`config.mk`:
```
export PLATFORM = sky130hd
export DESIGN_NAME = capture_input_filter
export DESIGN_NICKNAME = d
export VERILOG_FILES = /design/src/rtl/cif_pkg.sv /design/src/rtl/cif_strobe_gen.sv /design/src/rtl/cif_chan.sv /design/src/rtl/capture_input_filter.sv
export SDC_FILE = /design/constraint.sdc
export NUM_CORES = 1
export LEC_CHECK = 0
export CAP_MARGIN = 20
export CORE_UTILIZATION = 40
export CTS_CLUSTER_DIAMETER = 50
export DETAILED_ROUTE_END_ITERATION = 10
export PLACE_DENSITY = 0.66
export SYNTH_ARGS = -nofsm -noshare
export SYNTH_HDL_FRONTEND = slang
export SYNTH_HIERARCHICAL = 1
export SYNTH_SLANG_ARGS = --single-unit
```
`constraint.sdc`:
```
create_clock -name clk -period 4.5 [get_ports clk]
set_clock_uncertainty 0.15 [all_clocks]
set_input_delay 1.35 -clock clk [delete_from_list [all_inputs] [get_ports clk]]
set_output_delay 1.35 -clock clk [all_outputs]
set_load 0.01 [all_outputs]
```
`src/rtl/cif_pkg.sv`:
```
package cif_pkg;

  typedef enum logic [1:0] {
    EDGE_RISE = 2'b00,
    EDGE_FALL = 2'b01,
    EDGE_BOTH = 2'b10,
    EDGE_NONE = 2'b11
  } edge_mode_e;

  localparam logic [1:0] SMP_SLOW = 2'b00;
  localparam logic [1:0] SMP_MID  = 2'b01;
  localparam logic [1:0] SMP_FULL = 2'b10;
  localparam logic [1:0] SMP_CNT  = 2'b11;

  localparam logic [2:0] CNT_D1   = 3'b000;
  localparam logic [2:0] CNT_D2   = 3'b001;
  localparam logic [2:0] CNT_D4   = 3'b010;
  localparam logic [2:0] CNT_MID  = 3'b011;
  localparam logic [2:0] CNT_SLOW = 3'b100;
  localparam logic [2:0] CNT_EXT  = 3'b101;

endpackage

```
`src/rtl/cif_strobe_gen.sv`:
```
module cif_strobe_gen
  import cif_pkg::*;
#(
  parameter int SLOW_LG = 5,
  parameter int MID_LG  = 3,
  parameter int SYNC    = 2
) (
  input  logic       clk,
  input  logic       rst_n,
  input  logic       ext_pin,
  input  logic [2:0] cnt_sel,
  input  logic [1:0] smp_sel,
  output logic       smp_stb
);

  localparam int PRE_W = SLOW_LG;
  localparam int EXT_W = SYNC + 1;

  logic [PRE_W-1:0] pre;
  logic [EXT_W-1:0] ext_q;
  logic             ext_rise;
  logic             cnt_tick;

  always_ff @(posedge clk or negedge rst_n) begin
    if (!rst_n) begin
      pre   <= '0;
      ext_q <= '0;
    end else begin
      pre   <= pre + 1'b1;
      ext_q <= {ext_q[EXT_W-2:0], ext_pin};
    end
  end

  assign ext_rise = ext_q[EXT_W-2] & ~ext_q[EXT_W-1];

  function automatic logic tick_at(input logic [PRE_W-1:0] cnt, input int lg);
    logic [PRE_W-1:0] msk;
    msk = PRE_W'((1 << lg) - 1);
    return (cnt & msk) == msk;
  endfunction

  always_comb begin
    unique case (cnt_sel)
      CNT_D1:   cnt_tick = 1'b1;
      CNT_D2:   cnt_tick = tick_at(pre, 1);
      CNT_D4:   cnt_tick = tick_at(pre, 2);
      CNT_MID:  cnt_tick = tick_at(pre, MID_LG);
      CNT_SLOW: cnt_tick = tick_at(pre, SLOW_LG);
      CNT_EXT:  cnt_tick = ext_rise;
      default:  cnt_tick = 1'b0;
    endcase
  end

  always_comb begin
    unique case (smp_sel)
      SMP_SLOW: smp_stb = tick_at(pre, SLOW_LG);
      SMP_MID:  smp_stb = tick_at(pre, MID_LG);
      SMP_FULL: smp_stb = 1'b1;
      default:  smp_stb = cnt_tick;
    endcase
  end


  mid_spacing_chk: assert property (@(posedge clk) disable iff (!rst_n)
    (smp_sel == SMP_MID && smp_stb) ##1 (smp_sel == SMP_MID) |-> !smp_stb);


  ext_spacing_chk: assert property (@(posedge clk) disable iff (!rst_n)
    (smp_sel == SMP_CNT && cnt_sel == CNT_EXT && smp_stb)
      ##1 (smp_sel == SMP_CNT && cnt_sel == CNT_EXT) |-> !smp_stb);

endmodule

```
`src/rtl/cif_chan.sv`:
```
module cif_chan
  import cif_pkg::*;
#(
  parameter int SYNC = 2
) (
  input  logic       clk,
  input  logic       rst_n,
  input  logic       raw,
  input  logic       stb,
  input  logic       flt_en,
  input  edge_mode_e mode,
  output logic       lvl,
  output logic       edg
);

  logic [SYNC-1:0] sy;
  logic            s_in;
  logic            t0, t1;
  logic            conf;
  logic            prev;

  assign s_in = sy[SYNC-1];

  always_ff @(posedge clk or negedge rst_n) begin
    if (!rst_n) begin
      sy   <= '0;
      t0   <= 1'b0;
      t1   <= 1'b0;
      conf <= 1'b0;
      prev <= 1'b0;
    end else begin
      sy   <= {sy[SYNC-2:0], raw};
      prev <= lvl;
      if (stb) begin
        t0 <= s_in;
        t1 <= t0;
        if (s_in == t0 && t0 == t1) conf <= s_in;
      end
    end
  end

  assign lvl = flt_en ? conf : s_in;

  always_comb begin
    unique case (mode)
      EDGE_RISE: edg = lvl & ~prev;
      EDGE_FALL: edg = ~lvl & prev;
      EDGE_BOTH: edg = lvl ^ prev;
      default:   edg = 1'b0;
    endcase
  end


  conf_three_chk: assert property (@(posedge clk) disable iff (!rst_n)
    (conf != $past(conf)) |-> ($past(s_in) == conf && $past(t0) == conf && $past(t1) == conf));


  conf_hold_chk: assert property (@(posedge clk) disable iff (!rst_n)
    !$past(stb) |-> $stable(conf));


  edge_change_chk: assert property (@(posedge clk) disable iff (!rst_n)
    edg |-> (lvl != prev));

endmodule

```
`src/rtl/capture_input_filter.sv`:
```
module capture_input_filter
  import cif_pkg::*;
#(
  parameter int NIO     = 4,
  parameter int SYNC    = 2,
  parameter int SLOW_LG = 5,
  parameter int MID_LG  = 3
) (
  input  logic             clk,
  input  logic             rst_n,
  input  logic [NIO-1:0]   raw_io,
  input  logic             raw_trig,
  input  logic             ext_clk_pin,
  input  logic [2:0]       cnt_sel,
  input  logic [1:0]       smp_sel,
  input  logic [NIO-1:0]   flt_en_io,
  input  logic             flt_en_trig,
  input  logic [2*NIO-1:0] io_edge_mode,
  input  logic [1:0]       trig_edge_mode,
  output logic [NIO-1:0]   lvl_io,
  output logic             lvl_trig,
  output logic [NIO-1:0]   edge_io,
  output logic             edge_trig
);

  localparam int NCH = NIO + 1;

  logic             stb;
  logic [NCH-1:0]   raw_all, en_all, lvl_all, edg_all;
  logic [2*NCH-1:0] mode_all;

  assign raw_all  = {raw_trig, raw_io};
  assign en_all   = {flt_en_trig, flt_en_io};
  assign mode_all = {trig_edge_mode, io_edge_mode};

  cif_strobe_gen #(.SLOW_LG(SLOW_LG), .MID_LG(MID_LG), .SYNC(SYNC)) u_stb (
    .clk     (clk),
    .rst_n   (rst_n),
    .ext_pin (ext_clk_pin),
    .cnt_sel (cnt_sel),
    .smp_sel (smp_sel),
    .smp_stb (stb)
  );

  for (genvar i = 0; i < NCH; i++) begin : g_ch
    cif_chan #(.SYNC(SYNC)) u_ch (
      .clk    (clk),
      .rst_n  (rst_n),
      .raw    (raw_all[i]),
      .stb    (stb),
      .flt_en (en_all[i]),
      .mode   (edge_mode_e'(mode_all[2*i +: 2])),
      .lvl    (lvl_all[i]),
      .edg    (edg_all[i])
    );
  end

  assign lvl_io    = lvl_all[NIO-1:0];
  assign lvl_trig  = lvl_all[NIO];
  assign edge_io   = edg_all[NIO-1:0];
  assign edge_trig = edg_all[NIO];

endmodule

```
### Word level (Yosys, flattened, before mapping)

Index checks and enable logic that the tools add are counted.

| cells by class | value |
|---|---|
| add/sub/neg operators | 1 |
| equality and inequality tests | 30 |
| muxes and demuxes | 12 |
| bitwise logic cells | 27 |
| reduce and logical (&&, ||, !) cells | 17 |

Operators by type and width:

| kind | number |
|---|---|
| $pmux 1 s3 | 6 |
| $eq 2x2->1 const B | 7 |
| $eq 2x1->1 const B | 6 |
| $logic_not 2->1 | 6 |
| $and 1x1->1 | 11 |
| $not 1->1 | 11 |
| $eq 1x1->1 | 10 |
| $reduce_and 2->1 | 5 |
| $eq 3x3->1 const B | 3 |
| $eq 3x2->1 const B | 2 |
| $pmux 1 s6 | 1 |
| $add 5x1->5 const B | 1 |
| $eq 5x5->1 const B | 1 |
| $logic_and 1x1->1 | 5 |
| $mux 1 | 5 |
| $xor 1x1->1 | 5 |
| $eq 3x1->1 const B | 1 |
| $logic_not 3->1 | 1 |

| storage, ports and cells | value |
|---|---|
| register bits after elaboration | 38 |
| word-level logic and storage cells | 114 |

### Depth between registers and ports, before layout

Gate-level depths: netlist of the first run.

| depth | value |
|---|---|
| depth after elaboration | 5 |
| gate-level depth with buffers | 9 |
| mapped depth without buffers | 9 |

### Modules after synthesis

Netlist of the first run, hierarchy kept.

Modules (own cells, without submodules):

| module | instances | cells an instance | area an instance (µm²) | seq. area each (µm²) |
|---|---|---|---|---|
| cif_chan | 5 | 21 | 271.5 | 150.1 |
| cif_strobe_gen | 1 | 26 | 331.6 | 200.2 |

### Worst setup path after synthesis of the first run

OpenSTA, ideal clock, no wires.

| timing path | value |
|---|---|
| kind | input to output |
| from | in flt_en_io[0] |
| to | out edge_io[0] |
| data arrival time | 2.098 ns |
| required time | 3.000 ns |
| slack | 0.902 ns |
| stages | 5 |
| cells stage by stage | mux2i_1 > ha_1 > inv_1 > mux2i_1 > o21ai_1 |

| between the ends | value |
|---|---|
| cells in the longest elaborated chain, start to end | 4 |
| elaborated cells between the ends (all ways) | 6 |

Ends and longest elaborated chain:

| what | line | text |
|---|---|---|
| start: declaration | capture_input_filter.sv:16 | `input logic [NIO-1:0] flt_en_io,` |
| $mux 1 * | cif_chan.sv:42 | `assign lvl = flt_en ? conf : s_in;` |
| $not 1->1 | cif_chan.sv:47 | `EDGE_FALL: edg = ~lvl & prev;` |
| $and 1x1->1 | cif_chan.sv:47 |  |
| $pmux 1 s3 * | cif_chan.sv:45 | `unique case (mode)` |
| end: declaration | capture_input_filter.sv:22 | `output logic [NIO-1:0] edge_io,` |

Mark *: on every way between the ends. The rest lies on a longest branch, timed or not.

### Worst setup path in the final report of the first run

Same ends and word-level chain as after synthesis.

==> flow_summary.ini, run 1 <==
[synth]
synth_area_per_cell_sq_um = 12.9
ys_top_cells_by_area = sky130_fd_sc_hd__dfrtp_1, sky130_fd_sc_hd__ha_1, sky130_fd_sc_hd__mux2i_1
synth_warnings = 6
syn-num-nets = 172
synth_edf_count = 0
netlist.area_leader.share = 0.563
yosysSeqAreaShare = 0.563
netlist_instances = 131
ys_async_rst_share = 1.00
synth.cell_area_sq_um = 1690
synth_cell_type_count = 21
netlist.top_cell.by_area = sky130_fd_sc_hd__dfrtp_1
ys_dominant_reg_cell = sky130_fd_sc_hd__dfrtp_1
postSynthRegisterBits = 38

[drt]
totalWireLength_um = 2970
detail_route.first_pass.iterations = 4
vias_per_cell = 4.95
postRouteAntennaNets = 0
wl_per_cell_um = 12.9
overall_via_count_from_detail_route = 1144
route.detailed.drc = 0
drt_iter0_drc = 39

[timing]
setup_viol_count_final = 0
timing.final.crit_period_ns = 4.40
crit_path_setup_slack_layout_ns = 0.101
max_freq_ghz = 0.227
final_critical_path_share_of_the_clock_period = 0.978
worstMarginPinSlew_ns = 0.835
grt_setup_unrepaired = no
report.final.slew_viol_count = 0
hold_violations = 0
max-slew-margin-rel = 0.443

[global_route]
grt_remaining_overflow = 0
grt_use_total = 0.156
pin_count_of_the_biggest_net_entering_global_routing = 39
wire_length_of_the_first_global_routing_pass_um = 5060
antenna_violations_before_repair = 0
first_global_vias = 1218

[final_layout]
share_of_the_core_filled_with_cells_in_the_final_layout = 0.557
fillCellCount = 361
signed_area_change_from_the_synthesized_netlist_to_the_final_layout_pct = 32.8
antenna_cells_inserted = 0
final_nets = 221
ratio_of_cells_with_drive_above_1_in_the_final_layout = 0.149

[critical_path]
worstPathCellList = clkdlybuf4s50_1, mux2i_1, ha_1, inv_1, mux2i_1, o21ai_1, dlygate4sd2_1
crit_path_frequent_cell = sky130_fd_sc_hd__mux2i_1
critical_path_class = primary input to output pin
timing.critical_path.max_delay_family = buffers and inverters
critical-path-max-stage-delay_ns = 0.47
timing.rr.start = u_stb/pre[0]
startpoint = flt_en_io[0]
worst_ep_required_time_ns = 3.00
critical_path_buf_inv_count = 3
startpoint_type = primary input
crit_arrival_ns = 2.90
slowest_stage = sky130_fd_sc_hd__clkdlybuf4s50_1
worst-path-max-fanout = 2
worstSetupEndpointType = output pin

[outcome]
status = complete, no violations

[floorplan]
std_cell_rows = 23
pin_count = 38
die_width_um = 67.0
fp.coreArea_sq_um = 4030
fp.dieArea_sq_um = 4490
initial_utilization = 0.419
die_height_um = 67.0

[clock_tree]
cts_made_buffers = 5
path_clk_slew_ns = 0.08
hold_buffers = 0
post-cts-setup-buffer-count = 0
clock_path_buffers = 2
clk-insertion-delay-late_ns = 0.29
clkSinkCount = 38
tritoncts = done
cts_max_level = 2
cts-root-buf = sky130_fd_sc_hd__clkbuf_8

[power]
power.ir.vdd_worst_mv = 0.226
power_frac_comb = 0.289
power.share.sequential = 0.465
power.density_cell_area_nw_per_um2 = 433
clock_power_share = 0.247
p_int_mw = 0.682
power.switching_fraction = 0.297
leakage_nw = 1.07
p_switching_mw = 0.289

[placement]
place_congestion = 0.667
io_buffers = 37
dp_hpwl_um = 2230
dp_slack_ns = -0.161

[min_path]
timing.hold.worst.class = flop to flop
hp-start = g_ch[4].u_ch/sy[0]

[job]
cap_viol_max_count = 0
## power groups by stage
stage / Sequential, mW / Clock, mW / Combinational, mW
floorplan: 0.444 / 0 / 0.154
global placement: 0.452 / 0 / 0.269
detailed placement: 0.456 / 0 / 0.296
CTS: 0.450 / 0.248 / 0.286
global route: 0.459 / 0.264 / 0.318
finish: 0.451 / 0.239 / 0.280
## metrics by stage
stage                     instance area [sq um]  total power, mW  TNS (ns)  cells  hold WS, ns
after floorplan                            1690            0.598         0    131        0.181
after global placement                     2150            0.721    -0.361    223        0.183
after detailed placement                   2150            0.752    -0.720    223        0.185
after CTS                                  2240            0.984         0    231        0.198
after global routing                       2240             1.04         0    231        0.202
final                                      2240            0.971         0    231        0.194
## placed cells by master, fill, tap and decap left out
cell,instances
sky130_fd_sc_hd__inv_2,1
sky130_fd_sc_hd__mux2_1,5
sky130_fd_sc_hd__buf_2,1
sky130_fd_sc_hd__nor3_1,1
sky130_fd_sc_hd__nor2b_1,1
sky130_fd_sc_hd__nand2_1,5
sky130_fd_sc_hd__clkinvlp_4,1
sky130_fd_sc_hd__clkinv_2,1
sky130_fd_sc_hd__and3_1,1
sky130_fd_sc_hd__buf_4,5
sky130_fd_sc_hd__dfrtp_1,38
sky130_fd_sc_hd__o211ai_1,1
sky130_fd_sc_hd__o21ai_0,2
sky130_fd_sc_hd__mux2i_2,1
sky130_fd_sc_hd__nor2_1,1
sky130_fd_sc_hd__clkbuf_8,6
sky130_fd_sc_hd__mux2_2,5
sky130_fd_sc_hd__inv_1,21
sky130_fd_sc_hd__dlygate4sd2_1,4
sky130_fd_sc_hd__o41ai_2,5
sky130_fd_sc_hd__mux2i_1,9
sky130_fd_sc_hd__xnor2_1,1
sky130_fd_sc_hd__clkbuf_2,1
sky130_fd_sc_hd__ha_1,13
sky130_fd_sc_hd__nand3_1,1
sky130_fd_sc_hd__clkdlybuf4s50_1,31
sky130_fd_sc_hd__o21ai_1,5
sky130_fd_sc_hd__a311oi_1,1
sky130_fd_sc_hd__a41o_1,1
sky130_fd_sc_hd__nand3b_1,7
sky130_fd_sc_hd__nand4_1,5
## final cells by class
type / count / area (sq um) / share of cell area
flip-flops and latches: 38 / 951 / 0.424
clock buffers: 6 / 82.6 / 0.0368
well taps: 50 / 62.6 / 0.0279
multi-input cells: 71 / 659 / 0.294
repair buffers: 42 / 393 / 0.175
clock inverters: 2 / 12.5 / 0.00558
inverters: 22 / 82.6 / 0.0368
## Yosys cell counts, types with 2 or more instances
cell type	instances
sky130_fd_sc_hd__dfrtp_1	38
sky130_fd_sc_hd__ha_1	13
sky130_fd_sc_hd__inv_1	22
sky130_fd_sc_hd__mux2_1	5
sky130_fd_sc_hd__mux2_2	5
sky130_fd_sc_hd__mux2i_1	10
sky130_fd_sc_hd__nand2_1	5
sky130_fd_sc_hd__nand3b_1	7
sky130_fd_sc_hd__nand4_1	5
sky130_fd_sc_hd__o21ai_0	2
sky130_fd_sc_hd__o21ai_1	5
sky130_fd_sc_hd__o41ai_2	5
## repair_timing
item | in CTS | in global routing
resized for setup | 5 | 4
setup endpoints to repair | 5 | 1
pin swaps | 0 | 0
## flip-flops by register name, summed over array words and instances, names as in the netlist
signal / flops
g_ch.u_ch/t0: 5
g_ch.u_ch/prev: 5
g_ch.u_ch/sy: 10
g_ch.u_ch/t1: 5
g_ch.u_ch/conf: 5
u_stb/pre: 5
u_stb/ext_q: 3
## cell families after synthesis
logic type / after synthesis / share of synthesized area
AND/OR/NAND/NOR: 22 / 0.0763
multiplexers: 20 / 0.126
flip-flops: 38 / 0.563
AO/OA/AOI/OAI: 15 / 0.0844
adder cells (fa/ha/maj): 13 / 0.0963
buffers and inverters: 22 / 0.0489
XOR/XNOR: 1 / 0.00519
## metal layers
layer | routed length (um) | GRT usage | vias to the layer above
met5 | 0 | 0 | -
met4 | 50 | 0.0718 | 0
met3 | 146 | 0.0428 | 5
met2 | 1560 | 0.287 | 28
met1 | 1220 | 0.162 | 560
li1 | - | - | 551
## worst paths after layout
kind	end	slack, ns	depth (start not counted)
worst max-delay path	edge_io[0]	0.10	7
worst min-delay path	g_ch[4].u_ch/sy[1]	0.19	0
worst max register to register	g_ch[4].u_ch/conf	1.95	9
worst min register to register	g_ch[4].u_ch/sy[1]	0.19	0
max in group asynchronous	g_ch[2].u_ch/conf	2.66	1
min in group asynchronous	g_ch[1].u_ch/t1	1.02	1
## worst reg2reg max path, cell delays in order (launching register included)
cell                       delay (ns)
sky130_fd_sc_hd__dfrtp_1         0.39
sky130_fd_sc_hd__ha_1            0.22
sky130_fd_sc_hd__and3_1          0.17
sky130_fd_sc_hd__ha_1            0.16
sky130_fd_sc_hd__nor3_1          0.06
sky130_fd_sc_hd__a311oi_1        0.22
sky130_fd_sc_hd__a41o_1          0.62
sky130_fd_sc_hd__inv_1           0.13
sky130_fd_sc_hd__o41ai_2         0.22
sky130_fd_sc_hd__nand2_1         0.08
Note: power is estimated with default switching activity, not from simulation.
==> run 2, diff against run 1 <==
Settings changed: HOLD_SLACK_MARGIN set to 0.06, MAX_ROUTING_LAYER set to met4.
==> run 2 against run 1 <==
Net effect:
- critical path depth unchanged
- total power hardly changed
- non-clock buffer count unchanged
- cell count stayed put
- global-route usage grew 0.53 points
- sequential cell count did not move
- critical path type unchanged
- largest cell class unchanged
==> flow_summary.ini, run 2 (same netlist as run 1, synthesis figures left out) <==
[job]
cap_viol_max_count = 0

[clock_tree]
clk-insertion-delay-late_ns = 0.29
clkSinkCount = 38
path_clk_slew_ns = 0.08
cts_max_level = 2
cts-root-buf = sky130_fd_sc_hd__clkbuf_8
clock_path_buffers = 2
tritoncts = done
cts_made_buffers = 5

[placement]
dp_hpwl_um = 2230
detailed_place.area_sq_um = 2150
place_congestion = 0.674
placed_cells = 223
io_buffers = 37

[timing]
grt_setup_unrepaired = no
tns_ns = 0
report.final.slew_viol_count = 0
hold_violations = 0
finalHoldWorstSlack_ns = 0.194
setup_viol_count_final = 0
final_critical_path_share_of_the_clock_period = 0.977
worstMarginPinSlew_ns = 0.836
timing.final.crit_period_ns = 4.40
max_freq_ghz = 0.227
max-slew-margin-rel = 0.443

[drt]
overall_via_count_from_detail_route = 1143
vias_per_cell = 4.95
wl_per_cell_um = 12.9
detail_route.first_pass.iterations = 4
postRouteAntennaNets = 0
totalWireLength_um = 2980
drt_iter0_drc = 49
route.detailed.drc = 0

[critical_path]
startpoint_type = primary input
worstReg2RegEnd = g_ch[4].u_ch/conf
worst_reg2reg_path_depth = 9
slowest_stage = sky130_fd_sc_hd__clkdlybuf4s50_1
worstSetupEndpointType = output pin
rrSetupSlack_ns = 1.94
worst_ep_required_time_ns = 3.00
worst-path-max-fanout = 2
worstPathCellList = clkdlybuf4s50_1, mux2i_1, inv_1, ha_1, mux2i_1, o21ai_1, dlygate4sd2_1
critical_path_class = primary input to output pin
timing.rr.start = u_stb/pre[0]
crit_arrival_ns = 2.90
crit_path_frequent_cell = sky130_fd_sc_hd__mux2i_1
critical-path-max-stage-delay_ns = 0.47

[floorplan]
die_width_um = 67.0
die_height_um = 67.0
pin_count = 38
initial_utilization = 0.419
fp.coreArea_sq_um = 4030
fp.dieArea_sq_um = 4490
std_cell_rows = 23

[global_route]
grt_remaining_overflow = 0
pin_count_of_the_biggest_net_entering_global_routing = 39
first_global_vias = 1213
grt_use_total = 0.161
antenna_violations_before_repair = 0
wire_length_of_the_first_global_routing_pass_um = 5060

[min_path]
min_delay_worst_endpoint = g_ch[4].u_ch/sy[1]
timing.hold.worst.class = flop to flop
hold_path_stages = 0
hp-start = g_ch[4].u_ch/sy[0]

[final_layout]
multi_input_area_sq_um = 659
regMostFlops = g_ch.u_ch/sy
register_area_sq_um = 951
mostFrequentLayoutCells = sky130_fd_sc_hd__dfrtp_1, sky130_fd_sc_hd__clkdlybuf4s50_1, sky130_fd_sc_hd__inv_1
final_cell_area_sq_um = 2240
ratio_of_cells_with_drive_above_1_in_the_final_layout = 0.149
final_nets = 221
largest_reg_flops = 10
signed_area_change_from_the_synthesized_netlist_to_the_final_layout_pct = 32.8
fillCellCount = 361
antenna_cells_inserted = 0
final_cells = 231
mostFrequentLayoutCell = sky130_fd_sc_hd__dfrtp_1

[power]
power.ir.vdd_worst_mv = 0.226
post-layout-total-power_mw = 0.971
power.density_cell_area_nw_per_um2 = 433
leakage_nw = 1.07

[outcome]
status = complete, no violations
-- run 2: cell counts in the layout (fill, tap and decap cells not counted) --
No cell type changed its count.
-- run 2: report_power, final --
group | internal (mW) | switching [mW]
combinational | 0.156 | 0.124
sequential | 0.403 | 0.0481
clock | 0.123 | 0.117
-- run 2: repair_timing --
action	4_1_cts	5_1_grt
setup endpoints to repair	5	1
setup buffers	0	0
pin swaps	0	0
gates resized for setup	5	4
hold buffers	0	0
-- run 2: worst max-delay path by stage --
stage / from / endpoint / slack (ns) / cells after the start
final: flt_en_io[0] / edge_io[0] / 0.10 / 7
after floorplan: flt_en_io[0] / edge_io[0] / 0.90 / 5
after CTS: flt_en_io[0] / edge_io[0] / 0.11 / 7
after global placement: flt_en_io[2] / edge_io[2] / -0.1 / 7
after global routing: flt_en_io[0] / edge_io[0] / 0.02 / 7
after detailed placement: flt_en_io[0] / edge_io[0] / -0.16 / 7
-- run 2: critical path: cells and delay by family --
| kind | cells | cell delay [ns] |
|---|---|---|
| multiplexers | 2 | 0.40 |
| AO/OA/AOI/OAI | 1 | 0.07 |
| adder cells (fa/ha/maj) | 1 | 0.21 |
| buffers and inverters | 3 | 0.87 |
-- run 2: per-stage QoR --
step	setup slack (ns)	util
6_report	0.102	0.557
5_1_grt	0.0172	0.557
4_1_cts	0.109	0.557
3_5_place_dp	-0.161	0.535
3_3_place_gp	-0.0983	0.535
2_1_floorplan	0.902	-
-- run 2: area by class of cell --
type / instances / area share
multi-input cells: 71 / 0.294
flip-flops and latches: 38 / 0.424
clock inverters: 2 / 0.00558
inverters: 22 / 0.0368
clock buffers: 6 / 0.0368
repair buffers: 42 / 0.175
well taps: 50 / 0.0279
-- run 2: layer usage --
layer	GRT usage	routed length (um)
met1	0.162	1240
met2	0.287	1560
met3	0.0479	139
met4	0.0718	40
met5	-	0
